`src/rtl/bxcmd_pkg.sv`:
```
package bxcmd_pkg;
   localparam int unsigned DEF_BX_W      = 12;
   localparam int unsigned DEF_ORBIT_LEN = 3564;
   localparam int unsigned DEF_CMD_W     = 4;

   typedef enum logic {
      KIND_L1A = 1'b0,
      KIND_CMD = 1'b1
   } shot_kind_e;
endpackage

```
`src/rtl/bxcmd_orbit_ctr.sv`:
```
module bxcmd_orbit_ctr #(
   parameter int unsigned BX_W      = bxcmd_pkg::DEF_BX_W,
   parameter int unsigned ORBIT_LEN = bxcmd_pkg::DEF_ORBIT_LEN
) (
   input  logic            clk_i,
   input  logic            rst_ni,
   input  logic            bc0_i,
   output logic [BX_W-1:0] bx_o,
   output logic            seen_o
);
   localparam logic [BX_W-1:0] LAST_BX = BX_W'(ORBIT_LEN - 1);

   logic [BX_W-1:0] cnt_q, cnt_inc;

   generate
      if (ORBIT_LEN == (2 ** BX_W)) begin : g_natural_wrap
         assign cnt_inc = cnt_q + 1'b1;
      end else begin : g_compare_wrap
         assign cnt_inc = (cnt_q == LAST_BX) ? '0 : cnt_q + 1'b1;
      end
   endgenerate

   always_ff @(posedge clk_i) begin
      if (!rst_ni) begin
         cnt_q  <= '0;
         seen_o <= 1'b0;
      end else if (bc0_i) begin
         cnt_q  <= '0;
         seen_o <= 1'b1;
      end else begin
         cnt_q  <= cnt_inc;
      end
   end

   assign bx_o = cnt_q;

   // wrap after the last crossing of the orbit
   assert_orbit_wrap_R2 : assert property (@(posedge clk_i) disable iff (!rst_ni)
      (!bc0_i && cnt_q == LAST_BX) |=> (cnt_q == '0));
   // orbit start restarts the count
   assert_bc0_restart_R2 : assert property (@(posedge clk_i) disable iff (!rst_ni)
      bc0_i |=> (cnt_q == '0 && seen_o));
endmodule

```
`src/rtl/bxcmd_shot_fsm.sv`:
```
module bxcmd_shot_fsm #(
   parameter int unsigned BX_W      = bxcmd_pkg::DEF_BX_W,
   parameter int unsigned ORBIT_LEN = bxcmd_pkg::DEF_ORBIT_LEN,
   parameter int unsigned CMD_W     = bxcmd_pkg::DEF_CMD_W
) (
   input  logic             clk_i,
   input  logic             rst_ni,
   input  logic             gen_en_i,
   input  logic             start_i,
   input  logic             kind_cmd_i,
   input  logic [CMD_W-1:0] cmd_code_i,
   input  logic [BX_W-1:0]  target_bx_i,
   input  logic [BX_W-1:0]  bx_i,
   input  logic             seen_i,
   output logic             l1a_o,
   output logic             cmd_stb_o,
   output logic [CMD_W-1:0] cmd_code_o,
   output logic             busy_o,
   output logic             done_o,
   output logic             err_o
);
   import bxcmd_pkg::*;

   localparam int unsigned CMP_W = BX_W + 1;

   logic             busy_q, done_q, err_q;
   shot_kind_e       kind_q;
   logic [CMD_W-1:0] code_q;
   logic [BX_W-1:0]  tgt_q;
   logic             take, in_range, accept, reject, fire;

   assign take     = start_i && gen_en_i && !busy_q;
   assign in_range = CMP_W'(target_bx_i) < CMP_W'(ORBIT_LEN);
   assign accept   = take && in_range;
   assign reject   = take && !in_range;
   assign fire     = busy_q && gen_en_i && seen_i && (bx_i == tgt_q);

   always_ff @(posedge clk_i) begin
      if (!rst_ni) begin
         busy_q <= 1'b0;
         done_q <= 1'b0;
         err_q  <= 1'b0;
         kind_q <= KIND_L1A;
         code_q <= '0;
         tgt_q  <= '0;
      end else if (busy_q && !gen_en_i) begin
         busy_q <= 1'b0;
      end else if (fire) begin
         busy_q <= 1'b0;
         done_q <= 1'b1;
      end else if (accept) begin
         busy_q <= 1'b1;
         done_q <= 1'b0;
         err_q  <= 1'b0;
         kind_q <= shot_kind_e'(kind_cmd_i);
         code_q <= cmd_code_i;
         tgt_q  <= target_bx_i;
      end else if (reject) begin
         done_q <= 1'b0;
         err_q  <= 1'b1;
      end
   end

   assign l1a_o      = fire && (kind_q == KIND_L1A);
   assign cmd_stb_o  = fire && (kind_q == KIND_CMD);
   assign cmd_code_o = cmd_stb_o ? code_q : '0;
   assign busy_o     = busy_q;
   assign done_o     = done_q;
   assign err_o      = err_q;

   // a strobe lasts one cycle only
   assert_single_strobe_R4 : assert property (@(posedge clk_i) disable iff (!rst_ni)
      (l1a_o || cmd_stb_o) |=> !(l1a_o || cmd_stb_o));
   // strobe retires the request
   assert_strobe_done_R5 : assert property (@(posedge clk_i) disable iff (!rst_ni)
      (l1a_o || cmd_stb_o) |=> (done_o && !busy_o));
   // never fire before an orbit start was seen
   assert_needs_orbit_R6 : assert property (@(posedge clk_i) disable iff (!rst_ni)
      (l1a_o || cmd_stb_o) |-> seen_i);
   // a refused request never makes the block busy
   assert_reject_idle_R7 : assert property (@(posedge clk_i) disable iff (!rst_ni)
      $rose(err_o) |-> !busy_o);
   // a disabled generator stays idle
   assert_disabled_idle_R8 : assert property (@(posedge clk_i) disable iff (!rst_ni)
      (!gen_en_i && !busy_o) |=> !busy_o);
   // busy ends without a strobe only through the enable
   assert_cancel_cause_R10 : assert property (@(posedge clk_i) disable iff (!rst_ni)
      ($fell(busy_o) && !$past(l1a_o || cmd_stb_o)) |-> !$past(gen_en_i));
endmodule

```
`src/rtl/bxsync_cmd_gen.sv`:
```
module bxsync_cmd_gen #(
   parameter int unsigned BX_W      = bxcmd_pkg::DEF_BX_W,
   parameter int unsigned ORBIT_LEN = bxcmd_pkg::DEF_ORBIT_LEN,
   parameter int unsigned CMD_W     = bxcmd_pkg::DEF_CMD_W
) (
   input  logic             clk_i,
   input  logic             rst_ni,
   input  logic             bc0_i,
   input  logic             gen_en_i,
   input  logic             start_i,
   input  logic             kind_cmd_i,
   input  logic [CMD_W-1:0] cmd_code_i,
   input  logic [BX_W-1:0]  target_bx_i,
   output logic             l1a_o,
   output logic             cmd_stb_o,
   output logic [CMD_W-1:0] cmd_code_o,
   output logic             busy_o,
   output logic             done_o,
   output logic             err_o
);
   generate
      if (ORBIT_LEN < 2 || ORBIT_LEN > (2 ** BX_W)) begin : g_bad_orbit
         $error("ORBIT_LEN must lie in 2 .. 2**BX_W");
      end
      if (CMD_W < 1) begin : g_bad_cmd
         $error("CMD_W must be at least 1");
      end
   endgenerate

   logic [BX_W-1:0] bx;
   logic            seen;

   bxcmd_orbit_ctr #(
      .BX_W(BX_W), .ORBIT_LEN(ORBIT_LEN)
   ) u_orbit (
      .clk_i(clk_i), .rst_ni(rst_ni), .bc0_i(bc0_i),
      .bx_o(bx), .seen_o(seen)
   );

   bxcmd_shot_fsm #(
      .BX_W(BX_W), .ORBIT_LEN(ORBIT_LEN), .CMD_W(CMD_W)
   ) u_shot (
      .clk_i(clk_i), .rst_ni(rst_ni), .gen_en_i(gen_en_i),
      .start_i(start_i), .kind_cmd_i(kind_cmd_i), .cmd_code_i(cmd_code_i),
      .target_bx_i(target_bx_i), .bx_i(bx), .seen_i(seen),
      .l1a_o(l1a_o), .cmd_stb_o(cmd_stb_o), .cmd_code_o(cmd_code_o),
      .busy_o(busy_o), .done_o(done_o), .err_o(err_o)
   );
endmodule

```
`config.mk`:
```
export PLATFORM = sky130hd
export DESIGN_NAME = bxsync_cmd_gen
export DESIGN_NICKNAME = d
export VERILOG_FILES = /design/src/rtl/bxcmd_pkg.sv /design/src/rtl/bxcmd_orbit_ctr.sv /design/src/rtl/bxcmd_shot_fsm.sv /design/src/rtl/bxsync_cmd_gen.sv
export SDC_FILE = /design/constraint.sdc
export NUM_CORES = 1
export LEC_CHECK = 0
export CAP_MARGIN = 40
export CORE_MARGIN = 2
export CORE_UTILIZATION = 54
export CTS_BUF_LIST = sky130_fd_sc_hd__clkbuf_16
export CTS_CLUSTER_SIZE = 30
export DETAILED_ROUTE_END_ITERATION = 6
export HOLD_SLACK_MARGIN = 0.1
export PLACE_DENSITY = 0.85
export SETUP_SLACK_MARGIN = 0.02
export SLEW_MARGIN = 25
export SYNTH_ARGS = -nofsm -noshare
export SYNTH_HDL_FRONTEND = slang
export SYNTH_SLANG_ARGS = --single-unit
```
`constraint.sdc`:
```
create_clock -name clk_i -period 3.1 [get_ports clk_i]
set_input_delay 0.31 -clock clk_i [delete_from_list [all_inputs] [get_ports clk_i]]
set_output_delay 0.31 -clock clk_i [all_outputs]
set_load 0.02 [all_outputs]
```
==> summary.txt <==
Outcome
  • Run status: complete, no violations

STA
  • Clock period minus worst slack: 2.904 ns
  • Actual transition at the worst max-transition pin: 0.8211 ns
  • Post-Route Hold Slack: 0.4608 ns
  • Setup tns final: 0 ns
  • Max-Slew Margin vs Limit: 45.17%
  • Final-report setup violation count: 0
  • RSZ-0062 raised after global routing: no
  • Final Hold Fails: 0
  • Final worst path period share: 93.69%
  • Worst clock skew on the final layout: 0.004503 ns
  • Maximum operating frequency: 0.3443 GHz
  • Max Slew Vio Count: 0

Synthesis
  • Share of the synthesized area in the top cell type: 43.17%
  • Number of instances in the synthesized netlist: 176
  • Average size of a mapped cell: 8.694 sq um
  • Leading post-synthesis cells by instance count: 33 x sky130_fd_sc_hd__dfxtp_1, 22 x sky130_fd_sc_hd__nand3_1, 21 x sky130_fd_sc_hd__nand2_1, 17 x sky130_fd_sc_hd__o21ai_1, 15 x sky130_fd_sc_hd__nor2_1
  • Flip-flop and latch count after synthesis: 33
  • Number of synthesized flops with an enable pin: 0
  • Post-synthesis instance area: 0.001530 sq mm
  • Number of distinct library cells after synthesis: 30
  • Ys async rst share: 0%
  • Most instantiated library cell after synthesis: sky130_fd_sc_hd__dfxtp_1
  • Cells taking the most area after synthesis: sky130_fd_sc_hd__dfxtp_1 43%, sky130_fd_sc_hd__nand3_1 7.2%, sky130_fd_sc_hd__xnor2_1 6.9%, sky130_fd_sc_hd__o21ai_1 5.6%, sky130_fd_sc_hd__nand2_1 5.2%
  • Share of synthesized area occupied by flip-flops and latches: 43.17%
  • Net count after synthesis: 199
  • Warnings from Yosys: 0
  • Biggest area consumer among synthesized cells: sky130_fd_sc_hd__dfxtp_1
  • Post-synth top flop: sky130_fd_sc_hd__dfxtp_1

Drt
  • Final wirelength: 3326 um
  • Total via count in the routed design: 1303
  • WL/cell: 14.09 um
  • First-pass iteration count of the detailed router: 5
  • Iteration-0 DRC Markers: 23
  • Number of design rule violations left after detail routing: 0
  • Vias per Instance: 5.521
  • Number of nets with antenna violations after detailed routing: 0

Floorplanning
  • Starting density of the core: 55.97%
  • Boundary pin count: 31
  • Core Footprint: 0.002734 sq mm
  • Die H: 57.23 um
  • Die Outline Area: 0.003275 sq mm
  • Std cell rows: 19
  • Die W: 57.23 um

CTS
  • Clock slew at the register clock pins of the worst setup and hold paths: 0.05 ns
  • Post CTS Setup Buffer Count: 0
  • Number of sinks handled by clock tree synthesis: 33
  • Clock latency of the later-clocked register in the worst-skew pair: 0.28 ns
  • Clock root buffer: sky130_fd_sc_hd__clkbuf_16
  • Inserted Clock Buffers: 5
  • TritonCTS clock tree: yes
  • Number of buffers added to fix hold violations after cts: 0
  • Count of cells resized by post-cts repair: 0
  • Clock Tree Buf Depth: 2
  • Number of levels the H-tree was split into: 2

Critical path
  • Kind of start point of the critical path: register
  • Category of the worst setup path capture point: output port
  • Endpoint arrival time on the critical path: 2.59 ns
  • Required time of the critical path: 2.79 ns
  • Highest fanout seen on the critical path: 8
  • Kind of critical path: reg2out

Placed design
  • # port buffers: 30
  • Routability-driven placement congestion ratio: 0.7750
  • Post-DP HPWL: 2328 um

Global routing
  • Pin count of the biggest net entering global routing: 25
  • Congestion Overflow GR: 0
  • Wire length of the first global-routing pass: 5706 um
  • Vias in the first global route: 1269
  • Global-route total usage across every layer: 23.33%
  • Number of antenna violations at the first check in global routing: 0

Final layout
  • Area added between synthesis and finish: 28.37%
  • Footprint of the multi-input gates: 784.5 sq um
  • Layout filler cell count: 173
  • Register area: 660.6 sq um
  • Ratio of cells with drive above 1 in the final layout: 8.293%
  • N_diodes: 0
  • Number of nets in the layout: 227

Hold path
  • Class of the worst hold path: reg2reg

Power
  • Leakage power figure: 0.6900 nW
  • Areal power density over the cells: 513.7 mW/mm^2
  • Highest ir drop seen on vdd: 0.5929 mV

Run
  • Max Cap Viol: 0
cells by family (layout without fill, tap and decap cells):
family	count (synthesis)	count (layout)	share of synthesized area [%]
compound gates	26	26	12.27
xor+xnor	22	22	13.08
fa+ha+maj	1	1	0.8175
buf+inv	18	47	5.560
flops	33	33	43.17
simple gates	76	76	25.10
path summary, 6_finish.rpt:
check,cells past startpoint,startpoint,to,slack (ns)
max,5,u_orbit.bx_o[9],cmd_stb_o,0.20
min,2,u_shot.code_q[1],u_shot.code_q[1],0.46
max reg2reg,4,u_orbit.bx_o[5],u_orbit.bx_o[7],1.21
min reg2reg,2,u_shot.code_q[1],u_shot.code_q[1],0.46
through the flow:
step / worst slack [ns] / util [%] / power [mW] / area, sq um / cells
after global routing: 0.08688 / 71.85 / 1.045 / 1964 / 236
after CTS: 0.1956 / 71.85 / 1.012 / 1964 / 236
after detailed placement: 0.3368 / 66.77 / 0.5533 / 1826 / 228
after floorplan: 1.220 / - / 0.5094 / 1530 / 176
after global placement: 0.4276 / 66.77 / 0.5491 / 1826 / 228
final: 0.1955 / 71.85 / 1.009 / 1964 / 236
cell usage in the layout (no fill, tap or decap), drive strengths merged:
cell           Yosys  layout
o31a               1       1
nand3             22      22
xor2               9       9
o31ai              1       1
and3b              1       1
dfxtp             33      33
and4               3       3
buf                7       2
clkdlybuf4s50      0      30
nand2b             1       1
ha                 1       1
nor3               4       4
o311ai             1       1
nor2              15      15
a41oi              1       1
o2111a             1       1
clkbuf             4       5
xnor2             13      13
or4                1       1
a211oi             1       1
inv                7       8
clkinv             0       2
nand2             21      21
o21ai             17      17
a21boi             1       1
o211a              1       1
nand4              7       7
o21a               1       1
and2               1       1
critical path, cell delays in order, from the launching register on:
cell and delay [ns]:
sky130_fd_sc_hd__dfxtp_1 0.46, sky130_fd_sc_hd__xnor2_2 0.15, sky130_fd_sc_hd__nand4_1 0.13, sky130_fd_sc_hd__or4_1 0.75, sky130_fd_sc_hd__nor2_1 0.18, sky130_fd_sc_hd__clkdlybuf4s50_1 0.64
power by group:
part	internal, mW	total (mW)	switching [mW]
clock	0.291	0.462	0.172
combinational	0.0493	0.0962	0.0469
sequential	0.440	0.450	0.0108
total	0.780	1.01	0.229
registers in the layout (all words and copies together) (netlist names):
| name | count |
|---|---|
| u_orbit.bx_o | 12 |
| u_orbit.seen_o | 1 |
| u_shot.busy_o | 1 |
| u_shot.code_q | 4 |
| u_shot.done_o | 1 |
| u_shot.err_o | 1 |
| u_shot.kind_q | 1 |
| u_shot.tgt_q | 12 |
per-layer routing:
metal	track usage, %	vias up	wire length (um)
met5	0	-	0
met2	37.11	32	1651
met1	28.90	601	1447
met3	8.617	11	141
met4	8.970	0	85
li1	-	659	-
layout make-up:
cell class / count / share of cell area, %
clock buffers: 5 / 6.369
inverters: 7 / 1.338
multi-input cells: 125 / 39.94
repair buffers: 32 / 16.05
well taps: 31 / 1.975
clock inverters: 3 / 0.7006
flip-flops and latches: 33 / 33.63
(Power assumes the default switching activity.)
